===== src/rtl/sdc_pkg.sv =====
package sdc_pkg;

  // {RAS#, CAS#, WE#} with chip select low
  typedef enum logic [2:0] {
    CMD_MRS = 3'b000,
    CMD_REF = 3'b001,
    CMD_PRE = 3'b010,
    CMD_ACT = 3'b011,
    CMD_WR  = 3'b100,
    CMD_RD  = 3'b101,
    CMD_NOP = 3'b111
  } sdc_cmd_e;

  typedef enum logic [2:0] {
    ST_POWER,
    ST_REF1,
    ST_REF2,
    ST_MODE,
    ST_IDLE,
    ST_ACCESS,
    ST_CLOSE
  } sdc_state_e;

  function automatic int ns_to_cyc(input int ns, input int mhz);
    int c;
    c = (ns * mhz + 999) / 1000;
    return (c < 1) ? 1 : c;
  endfunction

endpackage


===== src/rtl/sdc_refresh_timer.sv =====
module sdc_refresh_timer #(
  parameter int REFI_CYC = 781
) (
  input  logic clk,
  input  logic rst_n,
  input  logic en,
  input  logic ack,
  output logic pend
);
  localparam int CW = $clog2(REFI_CYC + 1);

  logic [CW-1:0] cnt_q, cnt_d;
  logic          pend_q, pend_d;
  logic          wrap;

  assign wrap = en && (cnt_q == CW'(REFI_CYC - 1));

  always_comb begin
    cnt_d  = cnt_q;
    pend_d = pend_q;
    if (en) cnt_d = wrap ? '0 : cnt_q + 1'b1;
    if (wrap)     pend_d = 1'b1;
    else if (ack) pend_d = 1'b0;
  end

  always_ff @(posedge clk or negedge rst_n) begin
    if (!rst_n) begin
      cnt_q  <= '0;
      pend_q <= 1'b0;
    end else begin
      cnt_q  <= cnt_d;
      pend_q <= pend_d;
    end
  end

  assign pend = pend_q;

  // age of an outstanding refresh, for the bound check
  logic [6:0] age_q;
  always_ff @(posedge clk or negedge rst_n) begin
    if (!rst_n)      age_q <= '0;
    else if (!pend_q) age_q <= '0;
    else if (age_q != 7'h7f) age_q <= age_q + 1'b1;
  end

  assert_refresh_served_R10: assert property (@(posedge clk) disable iff (!rst_n)
    pend_q |-> (age_q < 7'd40));

  assert_ack_needs_pend_R10: assert property (@(posedge clk) disable iff (!rst_n)
    ack |-> pend_q);

endmodule


===== src/rtl/sdc_read_capture.sv =====
module sdc_read_capture #(
  parameter int CAS_LAT = 2,
  parameter int DATA_W  = 4
) (
  input  logic              clk,
  input  logic              rst_n,
  input  logic              rd_issue,
  input  logic [DATA_W-1:0] dq_in,
  output logic              rd_valid,
  output logic [DATA_W-1:0] rd_data
);
  logic [CAS_LAT-1:0] pipe_q;
  logic               vld_q;
  logic [DATA_W-1:0]  dat_q;

  generate
    for (genvar i = 0; i < CAS_LAT; i++) begin : g_stage
      if (i == 0) begin : g_first
        always_ff @(posedge clk or negedge rst_n) begin
          if (!rst_n) pipe_q[0] <= 1'b0;
          else        pipe_q[0] <= rd_issue;
        end
      end else begin : g_next
        always_ff @(posedge clk or negedge rst_n) begin
          if (!rst_n) pipe_q[i] <= 1'b0;
          else        pipe_q[i] <= pipe_q[i-1];
        end
      end
    end
  endgenerate

  always_ff @(posedge clk or negedge rst_n) begin
    if (!rst_n) begin
      vld_q <= 1'b0;
      dat_q <= '0;
    end else begin
      vld_q <= pipe_q[CAS_LAT-1];
      if (pipe_q[CAS_LAT-1]) dat_q <= dq_in;
    end
  end

  assign rd_valid = vld_q;
  assign rd_data  = dat_q;

  assert_rd_latency_R9: assert property (@(posedge clk) disable iff (!rst_n)
    vld_q |-> $past(rd_issue, CAS_LAT + 1));

  assert_rd_pulse_R9: assert property (@(posedge clk) disable iff (!rst_n)
    vld_q |=> !vld_q);

endmodule


===== src/rtl/sdc_sequencer.sv =====
module sdc_sequencer
  import sdc_pkg::*;
#(
  parameter int DATA_W    = 4,
  parameter int BANK_W    = 2,
  parameter int ROW_W     = 12,
  parameter int COL_W     = 11,
  parameter int INIT_CYC  = 10000,
  parameter int RCD_CYC   = 1,
  parameter int RP_CYC    = 1,
  parameter int RC_CYC    = 4,
  parameter int MRD_CYC   = 2,
  parameter int TWR_CYC   = 2,
  parameter int RD2PRE    = 2,
  parameter int WR2PRE    = 2,
  parameter logic [ROW_W-1:0] MODE_WORD = 12'h020
) (
  input  logic              clk,
  input  logic              rst_n,
  input  logic              req_valid,
  input  logic              req_write,
  input  logic [BANK_W-1:0] req_bank,
  input  logic [ROW_W-1:0]  req_row,
  input  logic [COL_W-1:0]  req_col,
  input  logic [DATA_W-1:0] req_wdata,
  input  logic              ref_pend,
  output logic              ref_ack,
  output logic              req_accept,
  output logic              init_done,
  output logic              cke,
  output logic              cs_n,
  output logic              ras_n,
  output logic              cas_n,
  output logic              we_n,
  output logic [BANK_W-1:0] ba,
  output logic [ROW_W-1:0]  addr,
  output logic              dqm,
  output logic [DATA_W-1:0] dq_out,
  output logic              dq_oe,
  output logic              rd_issue
);
  localparam int WAIT_W = $clog2(INIT_CYC + 1);
  localparam int AP_BIT = 10;

  sdc_state_e        state_q, state_d;
  logic [WAIT_W-1:0] wait_q, wait_d;
  sdc_cmd_e          cmd_q, cmd_d;
  logic              cs_n_q, cs_n_d;
  logic [BANK_W-1:0] ba_q, ba_d;
  logic [ROW_W-1:0]  addr_q, addr_d;
  logic [DATA_W-1:0] dq_out_q, dq_out_d;
  logic              dq_oe_q, dq_oe_d;
  logic              init_q, init_d;
  logic              cke_q, dqm_q;
  logic [COL_W-1:0]  col_q, col_d;
  logic              wr_q, wr_d;
  logic [DATA_W-1:0] wdata_q, wdata_d;

  always_comb begin
    state_d    = state_q;
    wait_d     = (wait_q != '0) ? wait_q - 1'b1 : wait_q;
    cmd_d      = CMD_NOP;
    cs_n_d     = 1'b1;
    ba_d       = ba_q;
    addr_d     = addr_q;
    dq_out_d   = dq_out_q;
    dq_oe_d    = 1'b0;
    init_d     = init_q;
    col_d      = col_q;
    wr_d       = wr_q;
    wdata_d    = wdata_q;
    req_accept = 1'b0;
    ref_ack    = 1'b0;
    if (wait_q == '0) begin
      unique case (state_q)
        ST_POWER: begin
          cmd_d          = CMD_PRE;
          cs_n_d         = 1'b0;
          addr_d         = '0;
          addr_d[AP_BIT] = 1'b1;
          wait_d         = WAIT_W'(RP_CYC - 1);
          state_d        = ST_REF1;
        end
        ST_REF1, ST_REF2: begin
          cmd_d   = CMD_REF;
          cs_n_d  = 1'b0;
          wait_d  = WAIT_W'(RC_CYC - 1);
          state_d = (state_q == ST_REF1) ? ST_REF2 : ST_MODE;
        end
        ST_MODE: begin
          cmd_d   = CMD_MRS;
          cs_n_d  = 1'b0;
          ba_d    = '0;
          addr_d  = MODE_WORD;
          wait_d  = WAIT_W'(MRD_CYC - 1);
          init_d  = 1'b1;
          state_d = ST_IDLE;
        end
        ST_IDLE: begin
          if (ref_pend) begin
            cmd_d   = CMD_REF;
            cs_n_d  = 1'b0;
            wait_d  = WAIT_W'(RC_CYC - 1);
            ref_ack = 1'b1;
          end else if (req_valid) begin
            cmd_d      = CMD_ACT;
            cs_n_d     = 1'b0;
            ba_d       = req_bank;
            addr_d     = req_row;
            col_d      = req_col;
            wr_d       = req_write;
            wdata_d    = req_wdata;
            req_accept = 1'b1;
            wait_d     = WAIT_W'(RCD_CYC - 1);
            state_d    = ST_ACCESS;
          end
        end
        ST_ACCESS: begin
          cmd_d   = wr_q ? CMD_WR : CMD_RD;
          cs_n_d  = 1'b0;
          addr_d  = {col_q[10], 1'b0, col_q[9:0]};
          if (wr_q) begin
            dq_oe_d  = 1'b1;
            dq_out_d = wdata_q;
            wait_d   = WAIT_W'(WR2PRE - 1);
          end else begin
            wait_d   = WAIT_W'(RD2PRE - 1);
          end
          state_d = ST_CLOSE;
        end
        ST_CLOSE: begin
          cmd_d          = CMD_PRE;
          cs_n_d         = 1'b0;
          addr_d[AP_BIT] = 1'b0;
          wait_d         = WAIT_W'(RP_CYC - 1);
          state_d        = ST_IDLE;
        end
        default: state_d = ST_IDLE;
      endcase
    end
  end

  always_ff @(posedge clk or negedge rst_n) begin
    if (!rst_n) begin
      state_q  <= ST_POWER;
      wait_q   <= WAIT_W'(INIT_CYC - 1);
      cmd_q    <= CMD_NOP;
      cs_n_q   <= 1'b1;
      ba_q     <= '0;
      addr_q   <= '0;
      dq_out_q <= '0;
      dq_oe_q  <= 1'b0;
      init_q   <= 1'b0;
      col_q    <= '0;
      wr_q     <= 1'b0;
      wdata_q  <= '0;
    end else begin
      state_q  <= state_d;
      wait_q   <= wait_d;
      cmd_q    <= cmd_d;
      cs_n_q   <= cs_n_d;
      ba_q     <= ba_d;
      addr_q   <= addr_d;
      dq_out_q <= dq_out_d;
      dq_oe_q  <= dq_oe_d;
      init_q   <= init_d;
      col_q    <= col_d;
      wr_q     <= wr_d;
      wdata_q  <= wdata_d;
    end
  end

  always_ff @(posedge clk or negedge rst_n) begin
    if (!rst_n) cke_q <= 1'b0;
    else        cke_q <= 1'b1;
  end

  always_ff @(posedge clk or negedge rst_n) begin
    if (!rst_n)      dqm_q <= 1'b1;
    else if (init_q) dqm_q <= 1'b0;
  end

  assign init_done = init_q;
  assign cke       = cke_q;
  assign cs_n      = cs_n_q;
  assign {ras_n, cas_n, we_n} = cmd_q;
  assign ba        = ba_q;
  assign addr      = addr_q;
  assign dqm       = dqm_q;
  assign dq_out    = dq_out_q;
  assign dq_oe     = dq_oe_q;
  assign rd_issue  = !cs_n_q && (cmd_q == CMD_RD);

  // Spacing observers, counting clocks since commands appeared on the pins
  logic [5:0] since_act_q, since_wr_q;
  logic       on_act, on_wr;
  assign on_act = !cs_n_q && (cmd_q == CMD_ACT);
  assign on_wr  = !cs_n_q && (cmd_q == CMD_WR);

  always_ff @(posedge clk or negedge rst_n) begin
    if (!rst_n) begin
      since_act_q <= '1;
      since_wr_q  <= '1;
    end else begin
      since_act_q <= on_act ? 6'd1 : ((since_act_q == '1) ? since_act_q : since_act_q + 1'b1);
      since_wr_q  <= on_wr  ? 6'd1 : ((since_wr_q  == '1) ? since_wr_q  : since_wr_q  + 1'b1);
    end
  end

  assert_cke_before_cmd_R2: assert property (@(posedge clk) disable iff (!rst_n)
    !cs_n_q |-> $past(cke_q));

  assert_act_after_init_R3: assert property (@(posedge clk) disable iff (!rst_n)
    on_act |-> init_q);

  assert_rcd_R6: assert property (@(posedge clk) disable iff (!rst_n)
    (!cs_n_q && (cmd_q == CMD_RD || cmd_q == CMD_WR)) |-> (since_act_q >= 6'(RCD_CYC)));

  assert_wr_to_pre_R7: assert property (@(posedge clk) disable iff (!rst_n)
    (!cs_n_q && cmd_q == CMD_PRE) |-> (since_wr_q >= 6'(TWR_CYC)));

  assert_wr_to_act_R7: assert property (@(posedge clk) disable iff (!rst_n)
    on_act |-> (since_wr_q >= 6'(TWR_CYC + RP_CYC)));

  assert_oe_only_on_write_R8: assert property (@(posedge clk) disable iff (!rst_n)
    dq_oe_q |-> (on_wr && !dqm_q));

  assert_ready_pulse_R11: assert property (@(posedge clk) disable iff (!rst_n)
    req_accept |=> !req_accept);

endmodule


===== src/rtl/sdram_ctl.sv =====
module sdram_ctl
  import sdc_pkg::*;
#(
  parameter int CLK_MHZ    = 50,
  parameter int CAS_LAT    = 2,
  parameter int DATA_W     = 4,
  parameter int BANK_W     = 2,
  parameter int ROW_W      = 12,
  parameter int COL_W      = 11,
  parameter int T_INIT_US  = 200,
  parameter int T_REFI_NS  = 15625,
  parameter int T_RCD_NS   = 20,
  parameter int T_RP_NS    = 20,
  parameter int T_RAS_NS   = 50,
  parameter int T_RC_NS    = 70,
  parameter int TWR_CYC    = 2,
  parameter int MRD_CYC    = 2
) (
  input  logic              clk,
  input  logic              rst_n,
  input  logic              req_valid,
  input  logic              req_write,
  input  logic [BANK_W-1:0] req_bank,
  input  logic [ROW_W-1:0]  req_row,
  input  logic [COL_W-1:0]  req_col,
  input  logic [DATA_W-1:0] req_wdata,
  output logic              req_ready,
  output logic              rd_valid,
  output logic [DATA_W-1:0] rd_data,
  output logic              init_done,
  output logic              sd_cke,
  output logic              sd_cs_n,
  output logic              sd_ras_n,
  output logic              sd_cas_n,
  output logic              sd_we_n,
  output logic [BANK_W-1:0] sd_ba,
  output logic [ROW_W-1:0]  sd_addr,
  output logic              sd_dqm,
  output logic [DATA_W-1:0] sd_dq_out,
  output logic              sd_dq_oe,
  input  logic [DATA_W-1:0] sd_dq_in
);
  localparam int INIT_CYC = T_INIT_US * CLK_MHZ;
  localparam int REFI_CYC = (T_REFI_NS * CLK_MHZ) / 1000;
  localparam int RCD_CYC  = ns_to_cyc(T_RCD_NS, CLK_MHZ);
  localparam int RP_CYC   = ns_to_cyc(T_RP_NS, CLK_MHZ);
  localparam int RAS_CYC  = ns_to_cyc(T_RAS_NS, CLK_MHZ);
  localparam int RC_CYC   = ns_to_cyc(T_RC_NS, CLK_MHZ);
  localparam int RAS_REM  = (RAS_CYC > RCD_CYC) ? RAS_CYC - RCD_CYC : 1;
  localparam int RD2PRE   = RAS_REM;
  localparam int WR2PRE   = (RAS_REM > TWR_CYC) ? RAS_REM : TWR_CYC;
  localparam logic [ROW_W-1:0] MODE_WORD = ROW_W'(CAS_LAT << 4);

  // asynchronous assert, synchronous release
  logic [1:0] rst_sync_q;
  logic       rst_int_n;
  always_ff @(posedge clk or negedge rst_n) begin
    if (!rst_n) rst_sync_q <= 2'b00;
    else        rst_sync_q <= {rst_sync_q[0], 1'b1};
  end
  assign rst_int_n = rst_sync_q[1];

  logic ref_pend, ref_ack, rd_issue;

  sdc_refresh_timer #(
    .REFI_CYC (REFI_CYC)
  ) u_refresh (
    .clk   (clk),
    .rst_n (rst_int_n),
    .en    (init_done),
    .ack   (ref_ack),
    .pend  (ref_pend)
  );

  sdc_sequencer #(
    .DATA_W    (DATA_W),
    .BANK_W    (BANK_W),
    .ROW_W     (ROW_W),
    .COL_W     (COL_W),
    .INIT_CYC  (INIT_CYC),
    .RCD_CYC   (RCD_CYC),
    .RP_CYC    (RP_CYC),
    .RC_CYC    (RC_CYC),
    .MRD_CYC   (MRD_CYC),
    .TWR_CYC   (TWR_CYC),
    .RD2PRE    (RD2PRE),
    .WR2PRE    (WR2PRE),
    .MODE_WORD (MODE_WORD)
  ) u_seq (
    .clk        (clk),
    .rst_n      (rst_int_n),
    .req_valid  (req_valid),
    .req_write  (req_write),
    .req_bank   (req_bank),
    .req_row    (req_row),
    .req_col    (req_col),
    .req_wdata  (req_wdata),
    .ref_pend   (ref_pend),
    .ref_ack    (ref_ack),
    .req_accept (req_ready),
    .init_done  (init_done),
    .cke        (sd_cke),
    .cs_n       (sd_cs_n),
    .ras_n      (sd_ras_n),
    .cas_n      (sd_cas_n),
    .we_n       (sd_we_n),
    .ba         (sd_ba),
    .addr       (sd_addr),
    .dqm        (sd_dqm),
    .dq_out     (sd_dq_out),
    .dq_oe      (sd_dq_oe),
    .rd_issue   (rd_issue)
  );

  sdc_read_capture #(
    .CAS_LAT (CAS_LAT),
    .DATA_W  (DATA_W)
  ) u_rdcap (
    .clk      (clk),
    .rst_n    (rst_int_n),
    .rd_issue (rd_issue),
    .dq_in    (sd_dq_in),
    .rd_valid (rd_valid),
    .rd_data  (rd_data)
  );

endmodule


===== config.mk =====
export PLATFORM = sky130hd
export DESIGN_NAME = sdram_ctl
export DESIGN_NICKNAME = d
export VERILOG_FILES = /design/src/rtl/sdc_pkg.sv /design/src/rtl/sdc_refresh_timer.sv /design/src/rtl/sdc_read_capture.sv /design/src/rtl/sdc_sequencer.sv /design/src/rtl/sdram_ctl.sv
export SDC_FILE = /design/constraint.sdc
export NUM_CORES = 1
export LEC_CHECK = 0
export ABC_AREA = 0
export BUFFER_PORTS_ARGS = -buffer_cell sky130_fd_sc_hd__buf_2
export CAP_MARGIN = 20
export CORE_ASPECT_RATIO = 1.25
export CORE_UTILIZATION = 45
export CTS_CLUSTER_SIZE = 12
export DETAILED_ROUTE_END_ITERATION = 8
export GPL_ROUTABILITY_DRIVEN = 0
export PLACE_DENSITY_LB_ADDON = 0.05
export REMOVE_ABC_BUFFERS = 1
export SYNTH_ARGS = -nofsm -noshare
export SYNTH_HDL_FRONTEND = slang
export SYNTH_SLANG_ARGS = --single-unit

===== constraint.sdc =====
create_clock -name clk -period 2.53 [get_ports clk]
set_clock_uncertainty 0.1 [all_clocks]
set_input_delay 0.3795 -clock clk [delete_from_list [all_inputs] [get_ports clk]]
set_output_delay 0.3795 -clock clk [all_outputs]
set_load 0.02 [all_outputs]

After elaboration in Yosys (flattened, before gate mapping). Index checks and enable logic that the tools add are counted.

Add/subtract/negate cells: 2. Equality and inequality tests: 10. Mux-type cells: 39. Bitwise operators: 1. Reductions and logical operators: 25.

Operator list (count): 2-to-1 mux 14 bit (4); one-hot mux 14 bit (4 select lines) (1); one-hot mux 10 bit (4 select lines) (1); 2-to-1 mux 12 bit (2); AND reduction 4 bit (5); 2-to-1 mux 1 bit (17); 2-to-1 mux 3 bit (5); one-hot mux 3 bit (5 select lines) (1); logical NOT 14 bit (1); nonzero test 14 bit (1); subtractor 14 x 1 -> 14 bit (second input constant) (1); == test 3 bit (second input constant) (4); one-hot mux 3 bit (4 select lines) (1); adder 10 x 1 -> 10 bit (second input constant) (1); == test 10 bit (second input constant) (1); 2-to-1 mux 10 bit (1); OR reduction 2 bit (4); == test 3 x 2 -> 1 bit (second input constant) (2); one-hot mux 1 bit (3 select lines) (2); AND reduction 3 bit (2); nonzero test 3 bit (2); OR reduction 6 bit (1); 2-to-1 mux 2 bit (2); inequality test 2 bit (second input constant) (2); other kinds (11) (13).

Register bits: 79. Word-level logic and storage cells: 100.

Depth between registers and ports, before layout.
Depth after elaboration: 6. Depth in mapped cells: 6. Mapped depth without buffers: 6.

By module. A second synthesis with hierarchy kept.

Cell total of the unflattened synthesis: 307. Area total of the unflattened synthesis: 3687.3 um^2.

Modules (own cells, without submodules): sdc_sequencer (instances 1, cells an instance 242, area each 2867.8 um^2); sdc_refresh_timer (instances 1, cells an instance 51, area each 545.5 um^2); sdc_read_capture (instances 1, cells an instance 11, area each 220.2 um^2); sdram_ctl (instances 1, cells an instance 3, area each 53.8 um^2).

Least setup slack after synthesis. Ideal clock, no wire load.

Path kind: register -> register. From: reg u_seq.wait_q[4]. To: reg u_seq.col_q[10]. Library setup time: 125 ps. Data arrival time: 2136 ps. Required time: 2305 ps. Path slack: 169 ps. Cell stages (with the launch flop): 7. Buffers on the path: 2. Clock period less this slack: 2361 ps. Cell sequence: dfrtp_1 or4_4 nand2b_4 buf_6 nor3_4 buf_8 mux2_4.

Longest elaborated chain between the ends: 2.

RTL lines: start: declaration (RTL line sdc_sequencer.sv:46) `logic [WAIT_W-1:0] wait_q, wait_d;`; start signal: assignment (RTL line sdc_sequencer.sv:146) `wait_q <= WAIT_W'(INIT_CYC - 1);`; start signal: assignment (RTL line sdc_sequencer.sv:159) `wait_q <= wait_d;`; logical NOT 14 bit (RTL line sdc_sequencer.sv:74) `if (wait_q == '0) begin`; AND reduction 4 bit (no line); end signal: assignment (RTL line sdc_sequencer.sv:167) `col_q <= col_d;`; end: declaration (RTL line sdc_sequencer.sv:55) `logic [COL_W-1:0] col_q, col_d;`.

No other way between the ends. A chain may end at the register's enable or synchronous reset.

Final worst setup path.
From: reg u_seq.wait_q[4]. To: out req_ready.

Longest elaborated chain between the ends: 2.

RTL lines: logical NOT 14 bit (RTL line sdc_sequencer.sv:74); 2-to-1 mux 1 bit (RTL line sdc_sequencer.sv:74); end: declaration (RTL line sdram_ctl.sv:27) `output logic req_ready,`.

No other way between the ends.

==> summary.md <==
| Metric | Value |
|---|---|
| Area Overhead vs Synth | `20.9%` |
| Synth warn | `0` |
| Shortest period the worst path allows | `roughly 2.4 ns` |
| Normalized max-slew margin | `62.6%` |
| Pleak | `slightly above 2 nW` |
| Fillers | `between 600 and 700` |
| Initial antenna violation count | `0` |
| GRT overflow | `0` |
| Vias/cell | `5.30` |
| Hold Slack | `approximately 0.15 ns` |
| Core Util, Final | `56.3%` |
| Layout net count | `421` |
| DRT iter0 DRCs | `86` |
| Number of synthesized flops with an enable pin | `0` |
| Initial DRT Pass Iterations | `4` |
| Final Hold Fails | `0` |
| Power per Cell Area | `approximately 810 mW/mm^2` |
| Detailed-route wire length per cell | `about 15 um` |
| RSZ-0062 raised after global routing | `false` |
| Gate power share | `23.7%` |
| Largest net degree at the start of global routing | `41` |
| CP Max Fanout | `8` |
| Core Region | `0.00779 sq mm` |
| Via count | `2540` |
| VDD IR max | `roughly 400 uV` |
| Switching share of power | `29.8%` |
| Synth cell types | `52` |
| Dpl hpwl | `5010 um` |
| Clk network pwr share | `28.5%` |
| Num rows | `36` |
| Sequential area share after synthesis | `55.0%` |
| Clk slew on worst S/H paths | `0.08 ns` |
| F_max | `408 MHz` |
| Number of max-slew violations in the final report | `0` |
| Critical path class | `flip-flop to output pin` |
| Fin crit share | `between 90 and 100%` |
| Register bit total from synthesis | `slightly below 80` |
| Synthesized area per cell | `roughly 12 sq um` |
| Io pins | `69` |
| Min-Delay Path Class | `primary input to flip-flop` |
| CP Launch Type | `flip-flop` |
| CTS Root Buffer Type | `clkbuf_8` |
| Post-Place Cells | `461` |
| Setup violators final | `0` |
| Main synth FF type | `dfrtp_1` |
| First-pass GRT wire length | `12100 um` |
| CP required | `about 2.1 ns` |
| Final WS setup | `approximately 0.08 ns` |
| Antenna-violating nets left | `0` |
| Pre-CTS setup slack | `0.191 ns` |
| Cell count after synthesis | `296` |
| GRT Overall Usage | `19.6%` |
| Crit path DAT | `1.97 ns` |
| Die X | `82.3 um` |
| H-tree levels | `3` |
| Skew-Pair Late Insertion Delay | `approximately 0.35 ns` |
| Die area | `0.00842 sq mm` |
| Drt total wl | `7200 um` |
| Vias in the first global route | `2481` |
| Seq pwr share | `between 40% and 50%` |
| Asr flop ratio synth | `100%` |
| Non-Filler Instances | `479` |
| Leading cell type in the layout, fill and taps excluded | `buf_2` |
| CTS Buf Count | `9` |
| CTS sink cnt | `79` |
| Initial core utilization | `46.5%` |
| DRC | `0` |
| Most frequent cells in the layout | `buf_2 (68), dfrtp_1 (65), mux2_2 (36)` |
| Die H | `a little over 100 um` |
| Ant. Diodes | `0` |
| Fraction of final layout cells with drive strength greater than 1 | `43.2%` |
| CTS max path bufs | `2` |
| Least-Margin Pin Slew | `0.559 ns` |
| Total power | `around 3.5 mW` |
| CTS tree | `yes` |
| Net switching power | `1.06 mW` |
| Netlist Area Pre-Place | `approximately 0.0036 sq mm` |
| Port bufs | `68` |
| Maximum Capacitance Violations | `0` |
| Internal Pwr Total | `2.48 mW` |
| Outcome | `finished clean` |
| CP Capture Type | `output pin` |
## metrics by stage
stage / instance area [sq um] / TNS (ns)
finish: 4380 / 0
global route: 4380 / 0
CTS: 4380 / 0
detailed placement: 4150 / 0
global placement: 4150 / 0
floorplan: 3550 / -12.58
## Yosys cell counts, drive strengths merged, types with 2 or more instances
master / instances / share of area (%)
a21o: 2 / 0.41
or3: 4 / 0.69
a211oi: 3 / 0.62
o21ai: 12 / 1.7
nand2b: 4 / 0.90
a211o: 2 / 0.48
o22ai: 2 / 0.35
a22o: 13 / 3.1
or4: 3 / 0.72
nand3: 4 / 0.55
xnor2: 7 / 1.7
nor4: 4 / 0.69
xor2: 6 / 1.4
clkbuf: 10 / 1.0
ha: 4 / 1.4
buf: 5 / 1.1
dfrtp: 66 / 46
o211ai: 2 / 0.41
nor2: 16 / 1.7
or3b: 2 / 0.48
nor3: 11 / 2.0
dfstp: 13 / 9.4
inv: 7 / 0.72
nand4: 6 / 1.0
and2: 2 / 0.35
a31oi: 3 / 0.52
nor2b: 7 / 1.2
mux2: 43 / 14
a31o: 2 / 0.48
nand2: 13 / 1.3
a21oi: 6 / 0.83
## cells by family (layout without fill, tap and decap cells)
kind of cell | after synthesis | count (layout) | synth area share, %
flip-flops | 79 | 79 | 55.0
AND/OR/NAND/NOR | 79 | 79 | 12.4
AO/OA/AOI/OAI | 53 | 53 | 10.2
multiplexers | 44 | 44 | 14.4
buffers and inverters | 22 | 109 | 2.86
XOR/XNOR | 13 | 13 | 3.14
adder cells (fa/ha/maj) | 5 | 5 | 1.93
other | 1 | 2 | 0.103
## per-layer routing
layer / vias up / track usage, % / routed length, um
met4: 0 / 8.10 / 119
met3: 10 / 5.00 / 339
met1: 1234 / 26.2 / 3440
li1: 1233 / - / -
met2: 63 / 30.1 / 3300
met5: - / 0 / 0
## sequential cells by signal, indices dropped and copies added, names as in the netlist, 3 cells and up
register and cells:
u_seq.wait_q 14, u_seq.addr 12, u_seq.col_q 11, u_refresh.cnt_q 10, u_rdcap.rd_data 4, u_seq.dq_out 4, u_seq.wdata_q 4, u_seq.cmd_q 3
u_seq.state_q 3
## worst paths after layout
| kind | from | endpoint | slack, ns | cells past startpoint |
|---|---|---|---|---|
| max | u_seq.wait_q[4] | req_ready | 0.08 | 4 |
| min | req_col[2] | u_seq.col_q[2] | 0.15 | 2 |
| max reg2reg | u_seq.wait_q[4] | u_seq.wdata_q[1] | 0.23 | 6 |
| min reg2reg | rst_sync_q[1] | u_seq.wait_q[7] | 0.21 | 0 |
| max in group asynchronous | rst_sync_q[1] | u_seq.dqm | 1.47 | 1 |
| min in group asynchronous | rst_sync_q[1] | u_seq.wait_q[7] | 0.21 | 0 |
## worst max-delay path: stages (launching register included)
cell,delay [ns]
dfrtp_1,0.43
or4_4,0.59
nand2b_4,0.21
nor3_4,0.18
buf_2,0.20
## power by group through the flow
stage | combinational [mW] | clock [mW] | sequential [mW]
global route | 0.930 | 1.09 | 1.74
finish | 0.838 | 1.01 | 1.69
global placement | 0.827 | 0 | 1.71
floorplan | 0.509 | 0 | 1.75
detailed placement | 0.845 | 0 | 1.71
CTS | 0.849 | 1.05 | 1.69
## cell type report
cell class	count	area [sq um]	area share [%]
repair buffers	86	490	11.2
clock buffers	11	131	3.00
flip-flops and latches	79	2000	45.5
well taps	95	119	2.71
multi-input cells	196	1540	35.1
clock inverters	5	82.6	1.88
inverters	7	26.3	0.599
## what timing repair did
| action | CTS | global route |
|---|---|---|
| hold buffers | 1 | 0 |
| endpoints found under the setup margin | 1 | 0 |
| gates resized for setup | 0 | 0 |
| hold endpoints to repair | 2 | 0 |
| buffers inserted | 1 | 0 |
No activity file was read; power rests on OpenSTA's default activity.
